`src/rtl/dtlb_pkg.sv`:
```
package dtlb_pkg;
  localparam int ADDR_W      = 32;
  localparam int SMALL_OFS   = 12;
  localparam int LARGE_OFS   = 22;
  localparam int SMALL_TAG_W = ADDR_W - SMALL_OFS;
  localparam int LARGE_TAG_W = ADDR_W - LARGE_OFS;
  localparam int FRAME_W     = SMALL_TAG_W;

  typedef enum logic { ST_IDLE, ST_WALK } xlate_state_e;

  // strobes from control to datapath
  typedef struct packed {
    logic capture;      // latch request address
    logic loadHit;      // load result from lookup
    logic loadWalk;     // load result from walker answer
    logic install;      // write walker answer into a cache
    logic installLarge; // 1: 4 MB cache, 0: 4 KB cache
    logic flush;        // empty both caches
  } dp_strobe_t;
endpackage

```
`src/rtl/dtlb_array.sv`:
```
module dtlb_array #(
  parameter int TAG_W   = 20,
  parameter int FRAME_W = 20,
  parameter int ENTRIES = 4
) (
  input  logic               clk,
  input  logic               rstN,
  input  logic [TAG_W-1:0]   lookupTag,
  output logic               hit,
  output logic [FRAME_W-1:0] hitFrame,
  input  logic               flush,
  input  logic               wrEn,
  input  logic [TAG_W-1:0]   wrTag,
  input  logic [FRAME_W-1:0] wrFrame
);
  localparam int PTR_W = (ENTRIES > 1) ? $clog2(ENTRIES) : 1;
  localparam logic [PTR_W-1:0] LAST_PTR = PTR_W'(ENTRIES - 1);

  logic [ENTRIES-1:0] validQ;
  logic [TAG_W-1:0]   tagQ   [ENTRIES];
  logic [FRAME_W-1:0] frameQ [ENTRIES];
  logic [PTR_W-1:0]   ptrQ;
  logic [ENTRIES-1:0] matchVec;

  for (genvar i = 0; i < ENTRIES; i++) begin : g_cmp
    assign matchVec[i] = validQ[i] && (tagQ[i] == lookupTag);
  end

  always_comb begin
    hit      = |matchVec;
    hitFrame = '0;
    for (int i = 0; i < ENTRIES; i++) begin
      if (matchVec[i]) hitFrame = hitFrame | frameQ[i];
    end
  end

  always_ff @(posedge clk) begin
    if (!rstN) begin
      validQ <= '0;
      ptrQ   <= '0;
    end else if (flush) begin
      validQ <= '0;
    end else if (wrEn) begin
      validQ[ptrQ] <= 1'b1;
      ptrQ         <= (ptrQ == LAST_PTR) ? '0 : ptrQ + 1'b1;
    end
  end

  always_ff @(posedge clk) begin
    if (wrEn && !flush) begin
      tagQ[ptrQ]   <= wrTag;
      frameQ[ptrQ] <= wrFrame;
    end
  end
endmodule

```
`src/rtl/dtlb_data.sv`:
```
module dtlb_data
  import dtlb_pkg::*;
#(
  parameter int ENTRIES = 4
) (
  input  logic               clk,
  input  logic               rstN,
  input  dp_strobe_t         stb,
  input  logic [ADDR_W-1:0]  reqLinAddr,
  input  logic               dirBaseWe,
  input  logic [ADDR_W-1:0]  dirBaseData,
  input  logic [FRAME_W-1:0] walkFrame,
  output logic               anyHit,
  output logic [ADDR_W-1:0]  physAddr,
  output logic [ADDR_W-1:0]  walkBase,
  output logic [ADDR_W-1:0]  walkLinAddr
);
  localparam int LFRAME_W = LARGE_TAG_W;

  logic [ADDR_W-1:0]   dirBaseQ, linQ, physQ;
  logic                smallHit, largeHit;
  logic [FRAME_W-1:0]  smallFrame;
  logic [LFRAME_W-1:0] largeFrame;
  logic [ADDR_W-1:0]   lookPhys, fillPhys;
  logic [LFRAME_W-1:0] walkFrameHi;

  assign walkFrameHi = walkFrame[FRAME_W-1 -: LFRAME_W];

  dtlb_array #(.TAG_W(SMALL_TAG_W), .FRAME_W(FRAME_W), .ENTRIES(ENTRIES)) u_small (
    .clk      (clk),
    .rstN     (rstN),
    .lookupTag(reqLinAddr[ADDR_W-1:SMALL_OFS]),
    .hit      (smallHit),
    .hitFrame (smallFrame),
    .flush    (stb.flush),
    .wrEn     (stb.install && !stb.installLarge),
    .wrTag    (linQ[ADDR_W-1:SMALL_OFS]),
    .wrFrame  (walkFrame)
  );

  dtlb_array #(.TAG_W(LARGE_TAG_W), .FRAME_W(LFRAME_W), .ENTRIES(ENTRIES)) u_large (
    .clk      (clk),
    .rstN     (rstN),
    .lookupTag(reqLinAddr[ADDR_W-1:LARGE_OFS]),
    .hit      (largeHit),
    .hitFrame (largeFrame),
    .flush    (stb.flush),
    .wrEn     (stb.install && stb.installLarge),
    .wrTag    (linQ[ADDR_W-1:LARGE_OFS]),
    .wrFrame  (walkFrameHi)
  );

  // large page wins when both caches match
  always_comb begin
    if (largeHit) lookPhys = {largeFrame, reqLinAddr[LARGE_OFS-1:0]};
    else          lookPhys = {smallFrame, reqLinAddr[SMALL_OFS-1:0]};
    if (stb.installLarge) fillPhys = {walkFrameHi, linQ[LARGE_OFS-1:0]};
    else                  fillPhys = {walkFrame, linQ[SMALL_OFS-1:0]};
  end

  assign anyHit = smallHit || largeHit;

  always_ff @(posedge clk) begin
    if (!rstN) begin
      dirBaseQ <= '0;
      linQ     <= '0;
      physQ    <= '0;
    end else begin
      if (dirBaseWe)        dirBaseQ <= dirBaseData;
      if (stb.capture)      linQ     <= reqLinAddr;
      if (stb.loadHit)      physQ    <= lookPhys;
      else if (stb.loadWalk) physQ   <= fillPhys;
    end
  end

  assign physAddr    = physQ;
  assign walkBase    = dirBaseQ;
  assign walkLinAddr = linQ;
endmodule

```
`src/rtl/dtlb_ctrl.sv`:
```
module dtlb_ctrl
  import dtlb_pkg::*;
(
  input  logic       clk,
  input  logic       rstN,
  input  logic       reqValid,
  input  logic       dirBaseWe,
  input  logic       anyHit,
  input  logic       walkDone,
  input  logic       walkFault,
  input  logic       walkLarge,
  output dp_strobe_t stb,
  output logic       reqReady,
  output logic       walkReq,
  output logic       hitValid,
  output logic       faultValid
);
  xlate_state_e stateQ, stateD;
  logic flushPendQ;
  logic accept, walkAns, walkOk;

  assign reqReady = (stateQ == ST_IDLE) && !flushPendQ && !dirBaseWe;
  assign accept   = reqValid && reqReady;
  assign walkAns  = (stateQ == ST_WALK) && walkDone;
  assign walkOk   = walkAns && !walkFault;

  always_comb begin
    stb              = '0;
    stb.capture      = accept;
    stb.loadHit      = accept && anyHit;
    stb.loadWalk     = walkOk;
    stb.install      = walkOk && !flushPendQ;
    stb.installLarge = walkLarge;
    stb.flush        = flushPendQ;
  end

  always_comb begin
    stateD = stateQ;
    unique case (stateQ)
      ST_IDLE: if (accept && !anyHit) stateD = ST_WALK;
      ST_WALK: if (walkDone)          stateD = ST_IDLE;
      default: stateD = ST_IDLE;
    endcase
  end

  always_ff @(posedge clk) begin
    if (!rstN) begin
      stateQ     <= ST_IDLE;
      flushPendQ <= 1'b0;
      hitValid   <= 1'b0;
      faultValid <= 1'b0;
    end else begin
      stateQ     <= stateD;
      flushPendQ <= dirBaseWe;
      hitValid   <= (accept && anyHit) || walkOk;
      faultValid <= walkAns && walkFault;
    end
  end

  assign walkReq = (stateQ == ST_WALK);
endmodule

```
`src/rtl/dual_tlb_xlate.sv`:
```
module dual_tlb_xlate
  import dtlb_pkg::*;
#(
  parameter int ENTRIES = 4
) (
  input  logic        clk,
  input  logic        rstN,
  input  logic        reqValid,
  input  logic [31:0] reqLinAddr,
  output logic        reqReady,
  output logic        hitValid,
  output logic [31:0] hitPhysAddr,
  output logic        faultValid,
  output logic        walkReq,
  output logic [31:0] walkBase,
  output logic [31:0] walkLinAddr,
  input  logic        walkDone,
  input  logic        walkFault,
  input  logic        walkLarge,
  input  logic [19:0] walkFrame,
  input  logic        dirBaseWe,
  input  logic [31:0] dirBaseData
);
  dp_strobe_t stb;
  logic anyHit;

  dtlb_ctrl u_ctrl (
    .clk       (clk),
    .rstN      (rstN),
    .reqValid  (reqValid),
    .dirBaseWe (dirBaseWe),
    .anyHit    (anyHit),
    .walkDone  (walkDone),
    .walkFault (walkFault),
    .walkLarge (walkLarge),
    .stb       (stb),
    .reqReady  (reqReady),
    .walkReq   (walkReq),
    .hitValid  (hitValid),
    .faultValid(faultValid)
  );

  dtlb_data #(.ENTRIES(ENTRIES)) u_data (
    .clk        (clk),
    .rstN       (rstN),
    .stb        (stb),
    .reqLinAddr (reqLinAddr),
    .dirBaseWe  (dirBaseWe),
    .dirBaseData(dirBaseData),
    .walkFrame  (walkFrame),
    .anyHit     (anyHit),
    .physAddr   (hitPhysAddr),
    .walkBase   (walkBase),
    .walkLinAddr(walkLinAddr)
  );
endmodule

```
`config.mk`:
```
export PLATFORM = sky130hd
export DESIGN_NAME = dual_tlb_xlate
export DESIGN_NICKNAME = d
export VERILOG_FILES = /design/src/rtl/dtlb_pkg.sv /design/src/rtl/dtlb_array.sv /design/src/rtl/dtlb_data.sv /design/src/rtl/dtlb_ctrl.sv /design/src/rtl/dual_tlb_xlate.sv
export SDC_FILE = /design/constraint.sdc
export NUM_CORES = 1
export LEC_CHECK = 0
export ABC_CLOCK_PERIOD_IN_PS = 3700
export CORE_ASPECT_RATIO = 0.7
export CORE_MARGIN = 3
export CORE_UTILIZATION = 50
export CTS_CLUSTER_SIZE = 12
export DETAILED_ROUTE_END_ITERATION = 7
export PLACE_DENSITY = 0.8
export SYNTH_ARGS = -nofsm -noshare
export SYNTH_HDL_FRONTEND = slang
export SYNTH_SLANG_ARGS = --single-unit
```
`constraint.sdc`:
```
create_clock -name clk -period 3.7 [get_ports clk]
set_clock_uncertainty 0.2 [all_clocks]
set_input_delay 1.11 -clock clk [delete_from_list [all_inputs] [get_ports clk]]
set_output_delay 1.11 -clock clk [all_outputs]
set_load 0.03 [all_outputs]
```
==> run_results.csv <==
group,metric,value,unit
routing,routed_via_density,5.71,
routing,wirelength,38.2,mm
yosys,yosysTopAreaCell,"edfxtp_1",
sta,setup_ws,0.0618,ns
power,peakVddDrop,0.000354,V
floorplan,die_h,147,µm
clock_network,insertion_delay,0.53,ns
grt,grt_max_degree,48,
power,p_leak,0.00634,µW
yosys,synthTopCellsByArea,"edfxtp_1, dfxtp_1, xnor2_1",
routing,wl_per_cell,22.2,µm
sta,drv_slew,0,
yosys,synth-seq-cells,352,
finish,fillers,1962,
worst_setup_path,worst_setup_path_start_kind,"primary input",
yosys,syn_nets,1150,
placement,place_hpwl,26.6,mm
grt,grt_pass1_vias,9610,
routing,drtPass1Iterations,5,
worst_setup_path,required,3.90,ns
routing,antenna_left,0,
clock_network,numClockSinks,352,
sta,period_minus_slack,3.64,ns
floorplan,io_pins,191,
routing,num_vias,9804,
yosys,syn_avg_cell_area,13.5,µm²
grt,global_route.overflow_total,0,
floorplan,chipWidth,207,µm
grt,antenna_found_initial,0,
clock_network,cts_buffer_depth,3,
clock_network,clock-root-buffer,"clkbuf_16",
yosys,yosysWarningCount,0,
sta,finalSetupTns,0,ns
yosys,ys_seq_area_share,66.8,%
sta,hold_viol_final,0,
hold_path,hold_class,"reg2reg",
grt,grt_pass1_wl,57.4,mm
finish,antennaDiodeCount,0,
routing,drt_iter0_drc,1040,
power,p_seq_share,51.4,%
sta,fmax,0.275,GHz
floorplan,core_area,27300,µm²
clock_network,path_clk_slew,0.06,ns
yosys,synthArstFlopShare,0,%
floorplan,rows,50,
power,power_density,454,nW/µm²
yosys,syn-cell-area,14100,µm²
worst_setup_path,crit_fanout,9,
placement,port-buffer-count,190,
worst_setup_path,crit_path_end_kind,"flip-flop",
clock_network,ctsHoldBuffers,0,
power,p_int,6490,µW
worst_setup_path,crit_arrival,3.84,ns
floorplan,dieArea,30400,µm²
yosys,synth_commonest_cells,"edfxtp_1, nand2_1, dfxtp_1",
floorplan,initial_core_util,51.9,%
power,p_sw,1840,µW
grt,grt_use_total,24.3,%
sta,period_share,98.3,%
sta,slew_headroom,49.9,%
yosys,post_synth_inst_count,1051,
sta,rsz0062_at_grt,"false",
power,power_frac_comb,7.9,%
sta,worstMarginPinSlew,0.750,ns
sta,finalSetupViolCount,0,
placement,place_ws,-0.495,ns
yosys,yosys_most_used_dff,"edfxtp_1",
clock_network,htree_levels,2,
clock_network,post_cts_buffers,0,
finish,nets,1426,
run_status,status,"completed",
finish,layout-drive-gt1-share,15.3,%
routing,drc,0,
placement,place.gp.congestion,0.950,
power,power_frac_clock,40.7,%
worst_setup_path,worstSetupPathType,"in2reg",
yosys,synth.distinct_cells,52,
finish,syn_to_final_growth,29.7,%
power,swShare,22.1,%
run,drv_cap,0,
clock_network,cts_tree,"built",
yosys,synth.most_common_cell,"edfxtp_1",
clock_network,numCtsBuffers,36,
yosys,synth_edf_count,240,
yosys,synth_top_area_share,50.9,%
## cell families (layout without fill, tap and decap cells)
family	after synthesis	after routing	share of synthesized area [%]
AOI/OAI and AO/OA	162	162	8.77
muxes	56	56	3.96
and+or+nand+nor	282	282	9.69
adders and majority gates	8	8	0.707
buffers and inverters	71	374	2.65
DFF	352	352	66.8
xor gates and xnor gates	120	120	7.43
## worst max-delay path, stage by stage
cell             delay [ns]
clkdlybuf4s50_1        0.52
xor2_1                 0.25
or4_1                  0.42
or4_4                  0.57
o22ai_2                0.22
or3_4                  0.19
nand3_2                0.22
o221a_2                0.34
## sequential cells by signal, indices dropped and copies added, names as in the netlist
| register | count |
|---|---|
| u_data.walkBase | 32 |
| u_data.walkLinAddr | 32 |
| u_data.physAddr | 32 |
| u_data.u_large.validQ | 4 |
| u_data.u_large.tagQ | 40 |
| u_ctrl.flushPendQ | 1 |
| u_ctrl.walkReq | 1 |
| u_data.u_large.ptrQ | 2 |
| u_ctrl.faultValid | 1 |
| u_data.u_small.ptrQ | 2 |
| u_data.u_small.frameQ | 80 |
| u_data.u_large.frameQ | 40 |
| u_data.u_small.tagQ | 80 |
| u_ctrl.hitValid | 1 |
| u_data.u_small.validQ | 4 |
## area by class of cell
type                            instances  area, µm²  area share [%]
Sequential cell                       352       9450            51.5
Timing Repair Buffer                  303       2960            16.1
Inverter                                6       22.5           0.123
Multi-Input combinational cell        628       4370            23.8
Tap cell                              364        455            2.48
Clock inverter                          3       28.8           0.157
Clock buffer                           62       1060            5.77
## power by group through the flow
stage	Clock (µW)	Combinational, µW	Sequential [µW]
floorplan	0	230	4440
global placement	0	635	4360
detailed placement	0	650	4360
CTS	3440	655	4280
global route	3600	695	4280
finish	3390	661	4280
## cell usage in the layout (no fill, tap or decap), types with 20 or more instances in the layout
cell type        count
edfxtp_1           240
clkdlybuf4s50_1    185
nand2_1            119
dfxtp_1            112
buf_4               97
xnor2_1             94
nor2_1              60
mux2i_1             56
a22oi_1             39
clkbuf_16           36
a21oi_1             34
xor2_1              25
nand4_1             24
clkbuf_1            20
## metal layers
metal	track usage [%]	wire length (µm)	up-vias
met5	0	0	-
met4	5.73	695	0
met3	5.02	3940	50
met2	37.1	17200	531
met1	36.2	16400	4788
li1	-	-	4435
## per-stage QoR
stage               cells  util (%)  hold WS, ns  area, µm²  total power, µW
floorplan            1051         -        0.240      14100             4670
global route         1718      67.3        0.292      18300             8580
CTS                  1718      67.2        0.262      18300             8370
global placement     1653      63.2        0.248      17200             5000
finish               1718      67.3        0.261      18300             8330
detailed placement   1653      63.2        0.252      17200             5010
## path summary, 6_finish.rpt
kind	slack, ns	to	depth (start not counted)	start
min	0.26	u_data.physAddr[7]$_SDFFE_PN0P_	2	u_data.physAddr[7]$_SDFFE_PN0P_
max reg2reg	0.76	u_data.physAddr[19]$_SDFFE_PN0P_	7	u_data.u_small.tagQ[0][4]$_DFFE_PP_
max	0.06	u_data.physAddr[19]$_SDFFE_PN0P_	8	reqLinAddr[17]
min reg2reg	0.26	u_data.physAddr[7]$_SDFFE_PN0P_	2	u_data.physAddr[7]$_SDFFE_PN0P_
## timing repair
item,in CTS,in global routing
resized for setup,2,7
pin swaps,0,1
endpoints found under the setup margin,21,31
gates cloned,0,0
Power figures use the tool's default switching activity.
